$ cat src/rtl/cswg_pkg.sv
package cswg_pkg;
   // Phase of the bus cycle as seen by the wait counter
   typedef enum logic {
      PH_IDLE = 1'b0,
      PH_BUSY = 1'b1
   } cyc_phase_e;

   // Address space selected by a channel's space bit
   typedef enum logic {
      SPACE_MEM = 1'b0,
      SPACE_IO  = 1'b1
   } space_e;
endpackage

$ cat src/rtl/cswg_chan_dec.sv
module cswg_chan_dec #(
   parameter int TAG_W  = 8,
   parameter int PAGE_W = 8
) (
   input  logic              en,
   input  logic              space,
   input  logic              mem_act,
   input  logic              io_act,
   input  logic [TAG_W-1:0]  tag,
   input  logic [PAGE_W-1:0] page,
   input  logic [TAG_W-1:0]  lo,
   input  logic [TAG_W-1:0]  hi,
   input  logic [PAGE_W-1:0] sel_page,
   output logic              hit
);
   import cswg_pkg::*;

   logic mem_hit;
   logic io_hit;

   always_comb begin
      mem_hit = (space == SPACE_MEM) && mem_act && (tag >= lo) && (tag <= hi);
      io_hit  = (space == SPACE_IO) && io_act && (page == sel_page);
      hit     = en && (mem_hit || io_hit);
   end
endmodule

$ cat src/rtl/cswg_prio.sv
module cswg_prio #(
   parameter int NUM_CS   = 4,
   parameter bit LOW_WINS = 1'b1
) (
   input  logic [NUM_CS-1:0] hit,
   output logic [NUM_CS-1:0] grant
);
   generate
      if (LOW_WINS) begin : g_low
         always_comb begin
            logic taken;
            taken = 1'b0;
            grant = '0;
            for (int i = 0; i < NUM_CS; i++) begin
               if (hit[i] && !taken) begin
                  grant[i] = 1'b1;
                  taken    = 1'b1;
               end
            end
         end
      end else begin : g_high
         always_comb begin
            logic taken;
            taken = 1'b0;
            grant = '0;
            for (int i = NUM_CS - 1; i >= 0; i--) begin
               if (hit[i] && !taken) begin
                  grant[i] = 1'b1;
                  taken    = 1'b1;
               end
            end
         end
      end
   endgenerate
endmodule

$ cat src/rtl/cswg_wait_ctr.sv
module cswg_wait_ctr #(
   parameter int WAIT_W = 3
) (
   input  logic              clk,
   input  logic              rst_n,
   input  logic              access,
   input  logic [WAIT_W-1:0] load_val,
   input  logic              wait_n,
   output logic              rdy
);
   import cswg_pkg::*;

   cyc_phase_e        phase_q;
   logic [WAIT_W-1:0] cnt_q;
   logic [WAIT_W-1:0] remain;
   logic              first;

   always_comb begin
      first  = access && (phase_q == PH_IDLE);
      remain = first ? load_val : cnt_q;
      rdy    = !access || ((remain == '0) && wait_n);
   end

   always_ff @(posedge clk or negedge rst_n) begin
      if (!rst_n) begin
         phase_q <= PH_IDLE;
         cnt_q   <= '0;
      end else if (!access) begin
         phase_q <= PH_IDLE;
         cnt_q   <= '0;
      end else begin
         phase_q <= PH_BUSY;
         cnt_q   <= (remain != '0) ? remain - WAIT_W'(1) : '0;
      end
   end
endmodule

$ cat src/rtl/cs_wait_gen.sv
module cs_wait_gen #(
   parameter int NUM_CS      = 4,
   parameter int ADDR_W      = 24,
   parameter int MEM_ALIGN_W = 16,
   parameter int IO_PAGE_LSB = 8,
   parameter int IO_PAGE_W   = 8,
   parameter int WAIT_W      = 3,
   parameter bit LOW_WINS    = 1'b1,
   localparam int TAG_W      = ADDR_W - MEM_ALIGN_W
) (
   input  logic                        clk,
   input  logic                        rst_n,
   input  logic [ADDR_W-1:0]           addr,
   input  logic                        mreq_n,
   input  logic                        iorq_n,
   input  logic                        rd_n,
   input  logic                        wr_n,
   input  logic                        wait_n,
   input  logic [NUM_CS-1:0]           cfg_en,
   input  logic [NUM_CS-1:0]           cfg_io,
   input  logic [NUM_CS*TAG_W-1:0]     cfg_lo,
   input  logic [NUM_CS*TAG_W-1:0]     cfg_hi,
   input  logic [NUM_CS*IO_PAGE_W-1:0] cfg_page,
   input  logic [NUM_CS*WAIT_W-1:0]    cfg_wait,
   output logic [NUM_CS-1:0]           cs_n,
   output logic                        rdy
);
   // Elaboration-time parameter checks
   generate
      if (NUM_CS < 1) begin : g_bad_count
         $error("cs_wait_gen: NUM_CS must be at least 1");
      end
      if (ADDR_W <= MEM_ALIGN_W) begin : g_bad_align
         $error("cs_wait_gen: MEM_ALIGN_W must be below ADDR_W");
      end
      if (IO_PAGE_LSB + IO_PAGE_W > ADDR_W) begin : g_bad_page
         $error("cs_wait_gen: I/O page field exceeds the address");
      end
      if (WAIT_W < 1) begin : g_bad_wait
         $error("cs_wait_gen: WAIT_W must be at least 1");
      end
   endgenerate

   logic                 mem_act;
   logic                 io_act;
   logic                 access;
   logic [TAG_W-1:0]     tag;
   logic [IO_PAGE_W-1:0] page;
   logic [NUM_CS-1:0]    hit;
   logic [NUM_CS-1:0]    grant;
   logic [WAIT_W-1:0]    sel_wait;
   logic                 unused_addr_par;

   always_comb begin
      mem_act = !mreq_n && iorq_n;
      io_act  = !iorq_n && mreq_n;
      access  = (!mreq_n || !iorq_n) && (!rd_n || !wr_n);
      tag     = addr[ADDR_W-1 -: TAG_W];
      page    = addr[IO_PAGE_LSB +: IO_PAGE_W];
   end

   assign unused_addr_par = ^addr;

   generate
      for (genvar i = 0; i < NUM_CS; i++) begin : g_chan
         cswg_chan_dec #(
            .TAG_W  (TAG_W),
            .PAGE_W (IO_PAGE_W)
         ) u_dec (
            .en       (cfg_en[i]),
            .space    (cfg_io[i]),
            .mem_act  (mem_act),
            .io_act   (io_act),
            .tag      (tag),
            .page     (page),
            .lo       (cfg_lo[i*TAG_W +: TAG_W]),
            .hi       (cfg_hi[i*TAG_W +: TAG_W]),
            .sel_page (cfg_page[i*IO_PAGE_W +: IO_PAGE_W]),
            .hit      (hit[i])
         );
      end
   endgenerate

   cswg_prio #(
      .NUM_CS   (NUM_CS),
      .LOW_WINS (LOW_WINS)
   ) u_prio (
      .hit   (hit),
      .grant (grant)
   );

   always_comb begin
      sel_wait = '0;
      for (int i = 0; i < NUM_CS; i++) begin
         sel_wait = sel_wait | (cfg_wait[i*WAIT_W +: WAIT_W] & {WAIT_W{grant[i]}});
      end
      cs_n = ~grant;
   end

   cswg_wait_ctr #(
      .WAIT_W (WAIT_W)
   ) u_wait (
      .clk      (clk),
      .rst_n    (rst_n),
      .access   (access),
      .load_val (sel_wait),
      .wait_n   (wait_n),
      .rdy      (rdy)
   );
endmodule

$ cat config.mk
export PLATFORM = sky130hd
export DESIGN_NAME = cs_wait_gen
export DESIGN_NICKNAME = d
export VERILOG_FILES = /design/src/rtl/cswg_pkg.sv /design/src/rtl/cswg_chan_dec.sv /design/src/rtl/cswg_prio.sv /design/src/rtl/cswg_wait_ctr.sv /design/src/rtl/cs_wait_gen.sv
export SDC_FILE = /design/constraint.sdc
export NUM_CORES = 1
export LEC_CHECK = 0
export BUFFER_PORTS_ARGS = -buffer_cell sky130_fd_sc_hd__buf_2
export CORE_MARGIN = 1.5
export CORE_UTILIZATION = 45
export CTS_CLUSTER_SIZE = 24
export DETAILED_ROUTE_END_ITERATION = 12
export PLACE_DENSITY = 0.83
export SYNTH_ARGS = -nofsm -noshare
export SYNTH_HDL_FRONTEND = slang
export SYNTH_HIERARCHICAL = 1
export SYNTH_SLANG_ARGS = --single-unit
$ cat constraint.sdc
create_clock -name clk -period 3.25 [get_ports clk]
set_input_delay 0.325 -clock clk [delete_from_list [all_inputs] [get_ports clk]]
set_output_delay 0.325 -clock clk [all_outputs]
set_load 0.01 [all_outputs]
; Word-level counts from Yosys, hierarchy flattened
; Cells that the tools add are included.
[op_classes]
n_addsub = 1
multipliers = 0
n_div = 0
n_lt_le_gt_ge = 8
n_eq_ne = 4
shift = 0
muxes = 10
bitwise_logic = 13
n_reduce_logical = 49
[op_table]
columns = cell, count
row1 = 8-bit == test, 4
row2 = 8-bit >= comparator, 4
row3 = 8-bit <= comparator, 4
row4 = 1-bit logical AND, 32
row5 = 3-bit bitwise AND, 4
row6 = 3-bit 2-to-1 mux, 3
row7 = 3-bit bitwise OR, 3
row8 = 1-bit logical NOT, 8
row9 = 1-bit logical OR, 7
row10 = 1-bit 2-to-1 mux, 7
row11 = 1-bit inverter, 5
row12 = 4-bit inverter, 1
row13 = 3-bit logical NOT, 1
row14 = 3-bit nonzero test, 1
row15 = "3-bit by 1-bit subtractor with 3-bit output, second input constant", 1
[word_totals]
ff_bits = 4
latchBits = 0
mem_bits_rw = 0
rom_bits = 0
in_bits = 147
out_inout_bits = 5
memories = 0

; Depth between registers and ports, before layout
[depth]
depth_word = 23
depth_mapped = 13

; By module
; The synthesis kept the hierarchy.
[modules_own_cells]
columns = mod, n_inst, cells_per_inst, area_each_um2, seq_area_each_um2
row1 = cswg_chan_dec, 4, 67, 543.0, 0.0
row2 = cswg_wait_ctr, 1, 20, 209.0, 100.1
row3 = cs_wait_gen, 1, 16, 91.3, 0.0
row4 = cswg_prio, 1, 4, 36.3, 0.0

; Least setup slack after synthesis
; Ideal clock, no wire load.
[synth_timing]
path_type = input to output
from = in addr[16]
to = out rdy
arrival_time_ps = 2656
required_ps = 2925
path_slack_ps = 269
path_stages = 12
path_buffers = 0
cell_sequence = inv_1 ha_1 nand2b_4 a2111oi_4 o31ai_1 a21o_1 nor3b_1 a22oi_1 nand2_1 or4b_4 o31a_1 o21ai_1
[synth_via]
elab_cells_between_ends = 47
[synth_lines]
columns = element, line
row1 = start: declaration, cs_wait_gen.sv:13  ; input logic [ADDR_W-1:0] addr,
row2 = 8-bit >= comparator, cswg_chan_dec.sv:22  ; mem_hit = (space == SPACE_MEM) && mem_act && (tag >= lo) && (tag <= hi);
row3 = 1-bit logical AND, cswg_chan_dec.sv:22
row4 = 1-bit logical AND (*), cswg_chan_dec.sv:22
row5 = 1-bit logical OR (*), cswg_chan_dec.sv:24  ; hit = en && (mem_hit || io_hit);
row6 = 1-bit logical AND (*), cswg_chan_dec.sv:24
row7 = net hit[2], cs_wait_gen.sv:49  ; logic [NUM_CS-1:0] hit;
row8 = 1-bit logical AND (*), cswg_prio.sv:15  ; if (hit[i] && !taken) begin
row9 = 1-bit 2-to-1 mux (*), cswg_prio.sv:15
row10 = net grant[2], cs_wait_gen.sv:50  ; logic [NUM_CS-1:0] grant;
row11 = 3-bit bitwise AND (*), cs_wait_gen.sv:95  ; sel_wait = sel_wait | (cfg_wait[i*WAIT_W +: WAIT_W] & {WAIT_W{grant[i]}});
row12 = 3-bit bitwise OR (*) (2 in a row), cs_wait_gen.sv:95
row13 = net sel_wait[0], cs_wait_gen.sv:51  ; logic [WAIT_W-1:0] sel_wait;
row14 = 3-bit 2-to-1 mux (*), cswg_wait_ctr.sv:20  ; remain = first ? load_val : cnt_q;
row15 = 3-bit logical NOT (*), cswg_wait_ctr.sv:21  ; rdy = !access || ((remain == '0) && wait_n);
row16 = 1-bit logical AND (*), cswg_wait_ctr.sv:21
row17 = 1-bit logical OR (*), cswg_wait_ctr.sv:21
row18 = end: declaration, cs_wait_gen.sv:26  ; output logic rdy
; The timed path passes the listed nets; every way through them passes the cells marked *.

; Final worst setup path
[layout_timing]
from = in addr[20]
to = out rdy
[layout_via]
elab_cells_between_ends = 47
[layout_lines]
columns = element, line
row1 = 8-bit >= comparator, cswg_chan_dec.sv:22
row2 = 1-bit logical AND, cswg_chan_dec.sv:22
row3 = 1-bit logical AND (*), cswg_chan_dec.sv:22
row4 = 1-bit logical OR (*), cswg_chan_dec.sv:24
row5 = 1-bit logical AND (*), cswg_chan_dec.sv:24
row6 = net hit[2], cs_wait_gen.sv:49
row7 = 1-bit logical AND (*), cswg_prio.sv:15
row8 = 1-bit 2-to-1 mux (*), cswg_prio.sv:15
row9 = [3 not listed], n/a
row10 = net grant[3], cs_wait_gen.sv:50
row11 = 3-bit bitwise AND (*), cs_wait_gen.sv:95
row12 = 3-bit bitwise OR (*), cs_wait_gen.sv:95
row13 = net sel_wait[0], cs_wait_gen.sv:51
row14 = 3-bit 2-to-1 mux (*), cswg_wait_ctr.sv:20
row15 = 3-bit logical NOT (*), cswg_wait_ctr.sv:21
row16 = 1-bit logical AND (*), cswg_wait_ctr.sv:21
row17 = 1-bit logical OR (*), cswg_wait_ctr.sv:21
; Marked as above.

==> reports/results.tsv <==
metric	value	unit
detailed router's first-iteration violation count	74	
Cell Count, Final, Fillers Out	552	
global-route wire length before repair	13.0	mm
Avg WL per Cell	14.7	microns
crit path to	rdy	
Synth area leaders	ha_1, xnor2_1, inv_1	
Mean Syn Cell Area	8.14	sq um
violated checks	setup timing	
Port Buf Inserts	143	
Async S/R FF share, synth	100	%
HPWL after DPL	6.51	mm
total global routing overflow	0	
r2r setup slk	1.84	ns
all-layer global routing usage	26.4	%
initial antenna violation count	0	
FF-to-FF End	u_wait/cnt_q[1]	
Mapped Nets	519	
CTS buffer count	3	
final setup TNS	-0.0550	ns
# IOs	152	
clk slew on worst S/H paths	0.03	ns
Fmax	303	MHz
vias per cell	5.29	
mux cell area share after synthesis	0.798	%
chip width	77.7	microns
number of max-cap violations	0	
Crit Path Category	input pin to output pin	
largest net degree at the start of global routing	9	
area fraction in compound gates after synthesis	22.0	%
reg2reg path depth	3	
Netlist cell types	31	
endpoints failing hold	0	
DR DRC count	0	
WP data arrival	2.98	ns
Die Y	77.7	microns
clock root cell	clkbuf_8	
Clock Latency Late Sink	0.21	ns
main combinational cell family by area after synthesis	adder cells	
Routed WL	8.12	mm
core area	5440	sq um
Leakage Power	2.09	nW
Initial Util	46.1	%
Seq. cell area	100	sq um
fin worst setup slack	-0.0550	ns
Max clock buf depth	2	
Most used DFF post-synth	dfrtp_1	
# fillers	392	
Vias	2919	
vias in the first global route	3085	
CTS tree	yes	
post-synth top area cell	ha_1	
register area share after synthesis	3.99	%
Rows	27	
top post-synthesis cells by count	ha_1, inv_1, xnor2_1	
gp weighted congestion	0.839	
number of flops mapped to enable cells by yosys	0	
CP endpoint kind	output pin	
Initial DRT Pass Iterations	4	
Mapped Cells	308	
status	finished, violations left	
CTS sink cnt	4	
pwr dens	165	nW/um^2
CP Max Fanout	6	
CP Launch Point	addr[20]	
Diodes inserted	0	
Mapped Area	2510	sq um
Setup crit start kind	input pin	
final hold slack	0.423	ns
# setup viols final	1	
simple-gate portion of the synthesized area	20.2	%
fin nets	693	
post-synthesis register bit count	4	
DP Cell Count	545	
WP data required	2.92	ns
xor and xnor area share after synthesis	11.2	%
R2R Path Start	u_wait/phase_q	
worst hold path type	input pin to flip-flop	
adder-cell share of the synthesized area	31.9	%
Max IR drop VDD	136	uV
crit share post-route	102	%
total die area	6030	sq um
H-tree levels	1	
Worst Skew	0.000693	ns
Slew Limit Fails	0	
ratio of cells with drive above 1 in the final layout	50.2	%
Tmin final	3.31	ns
max_slew headroom	68.4	%
Detail Route Antenna Nets	0	
synth warn	6	
RSZ-0062 raised after global routing	true	
multi-input combinational cell area	2550	sq um
Worst-Margin Slew	0.474	ns
post-synth top area share	31.9	%
Area Overhead vs Synth	60.4	%
[sequential cells by signal (all words and copies together) (netlist names)]
register        count
u_wait/cnt_q        3
u_wait/phase_q      1
[per-layer routing]
metal / track usage (%) / part of all wire, % / up-vias
met4: 6.73 / 2.4 / 0
met1: 29.2 / 37 / 1328
li1: - / - / 1445
met2: 52.3 / 53 / 132
met3: 2.82 / 7.1 / 14
met5: 0 / 0 / -
[cell families (layout without fill, tap and decap cells)]
family | Yosys count | count (layout)
simple gates | 72 | 72
mux | 2 | 2
buf+inv | 65 | 237
xor+xnor | 32 | 32
flops | 4 | 4
compound gates | 69 | 69
fa+ha+maj | 64 | 64
[timing repair]
action,CTS,global route
pin swaps,28,12
gates resized for setup,63,9
endpoints found under the setup margin,1,1
hold buffers,1,0
setup buffers,3,0
hold endpoints to repair,4,0
[how the worst min path moves through the flow]
stage | startpoint | endpoint | slack (ns) | depth (start not counted)
2_1_floorplan | rst_n | u_wait/cnt_q[0] | 0.03 | 0
3_3_place_gp | rst_n | u_wait/cnt_q[2] | 0.13 | 1
3_5_place_dp | rst_n | u_wait/cnt_q[2] | 0.13 | 1
4_1_cts | wr_n | u_wait/phase_q | 0.42 | 2
5_1_grt | wr_n | u_wait/phase_q | 0.46 | 2
6_report | wr_n | u_wait/phase_q | 0.42 | 2
[final cells by class]
| type | count | area share (%) |
|---|---|---|
| clock buffer | 3 | 1.03 |
| inverter | 64 | 6.03 |
| multi-input combinational | 239 | 63.3 |
| sequential | 4 | 2.49 |
| tap | 72 | 2.24 |
| timing repair buffer | 170 | 24.9 |
[power by group]
part	internal, mW	switching (mW)
Combinational	0.272	0.233
Clock	0.0788	0.0239
Sequential	0.0528	0.00400
Total	0.404	0.261
[critical path, cell delays in order]
cell     delay, ns
buf_4         0.15
buf_4         0.15
ha_1          0.27
nand4_1       0.18
o31ai_2       0.33
a21o_1        0.17
buf_4         0.10
nor4b_2       0.05
a22oi_1       0.17
nand2_1       0.10
or4b_4        0.56
o31a_1        0.14
o21ai_1       0.13
buf_2         0.14
[cells in the final DEF, fill, tap and decap left out, types with 2 or more instances in the layout]
cell,instances
dfrtp_1,4
nor2b_1,2
nand3_1,5
o31ai_1,2
buf_4,25
buf_2,135
nor4b_2,5
buf_12,3
o21ai_1,4
ha_1,40
nor2_1,5
nand4_1,20
a21o_1,8
nand2b_4,6
ha_4,24
o21a_1,4
a22oi_1,7
nand2b_1,3
a21oi_2,10
inv_2,3
o31ai_2,2
nor2b_4,4
a2111oi_4,4
clkbuf_8,3
nor3_1,4
mux2i_1,2
inv_1,60
a41o_1,4
buf_6,6
nand2_1,14
xnor2_1,32
o21ai_0,5
a21oi_1,11
o211ai_2,4
[stage by stage]
stage	util [%]	instance area (sq um)	setup WS, ns	total power [mW]
finish	74.0	4020	-0.0550	0.665
global route	74.0	4020	-0.169	0.724
CTS	72.6	3950	-0.00244	0.640
detailed placement	64.2	3490	-0.153	0.477
global placement	64.2	3490	-0.114	0.457
floorplan	-	2510	0.269	0.293
Power figures use the tool's default switching activity.
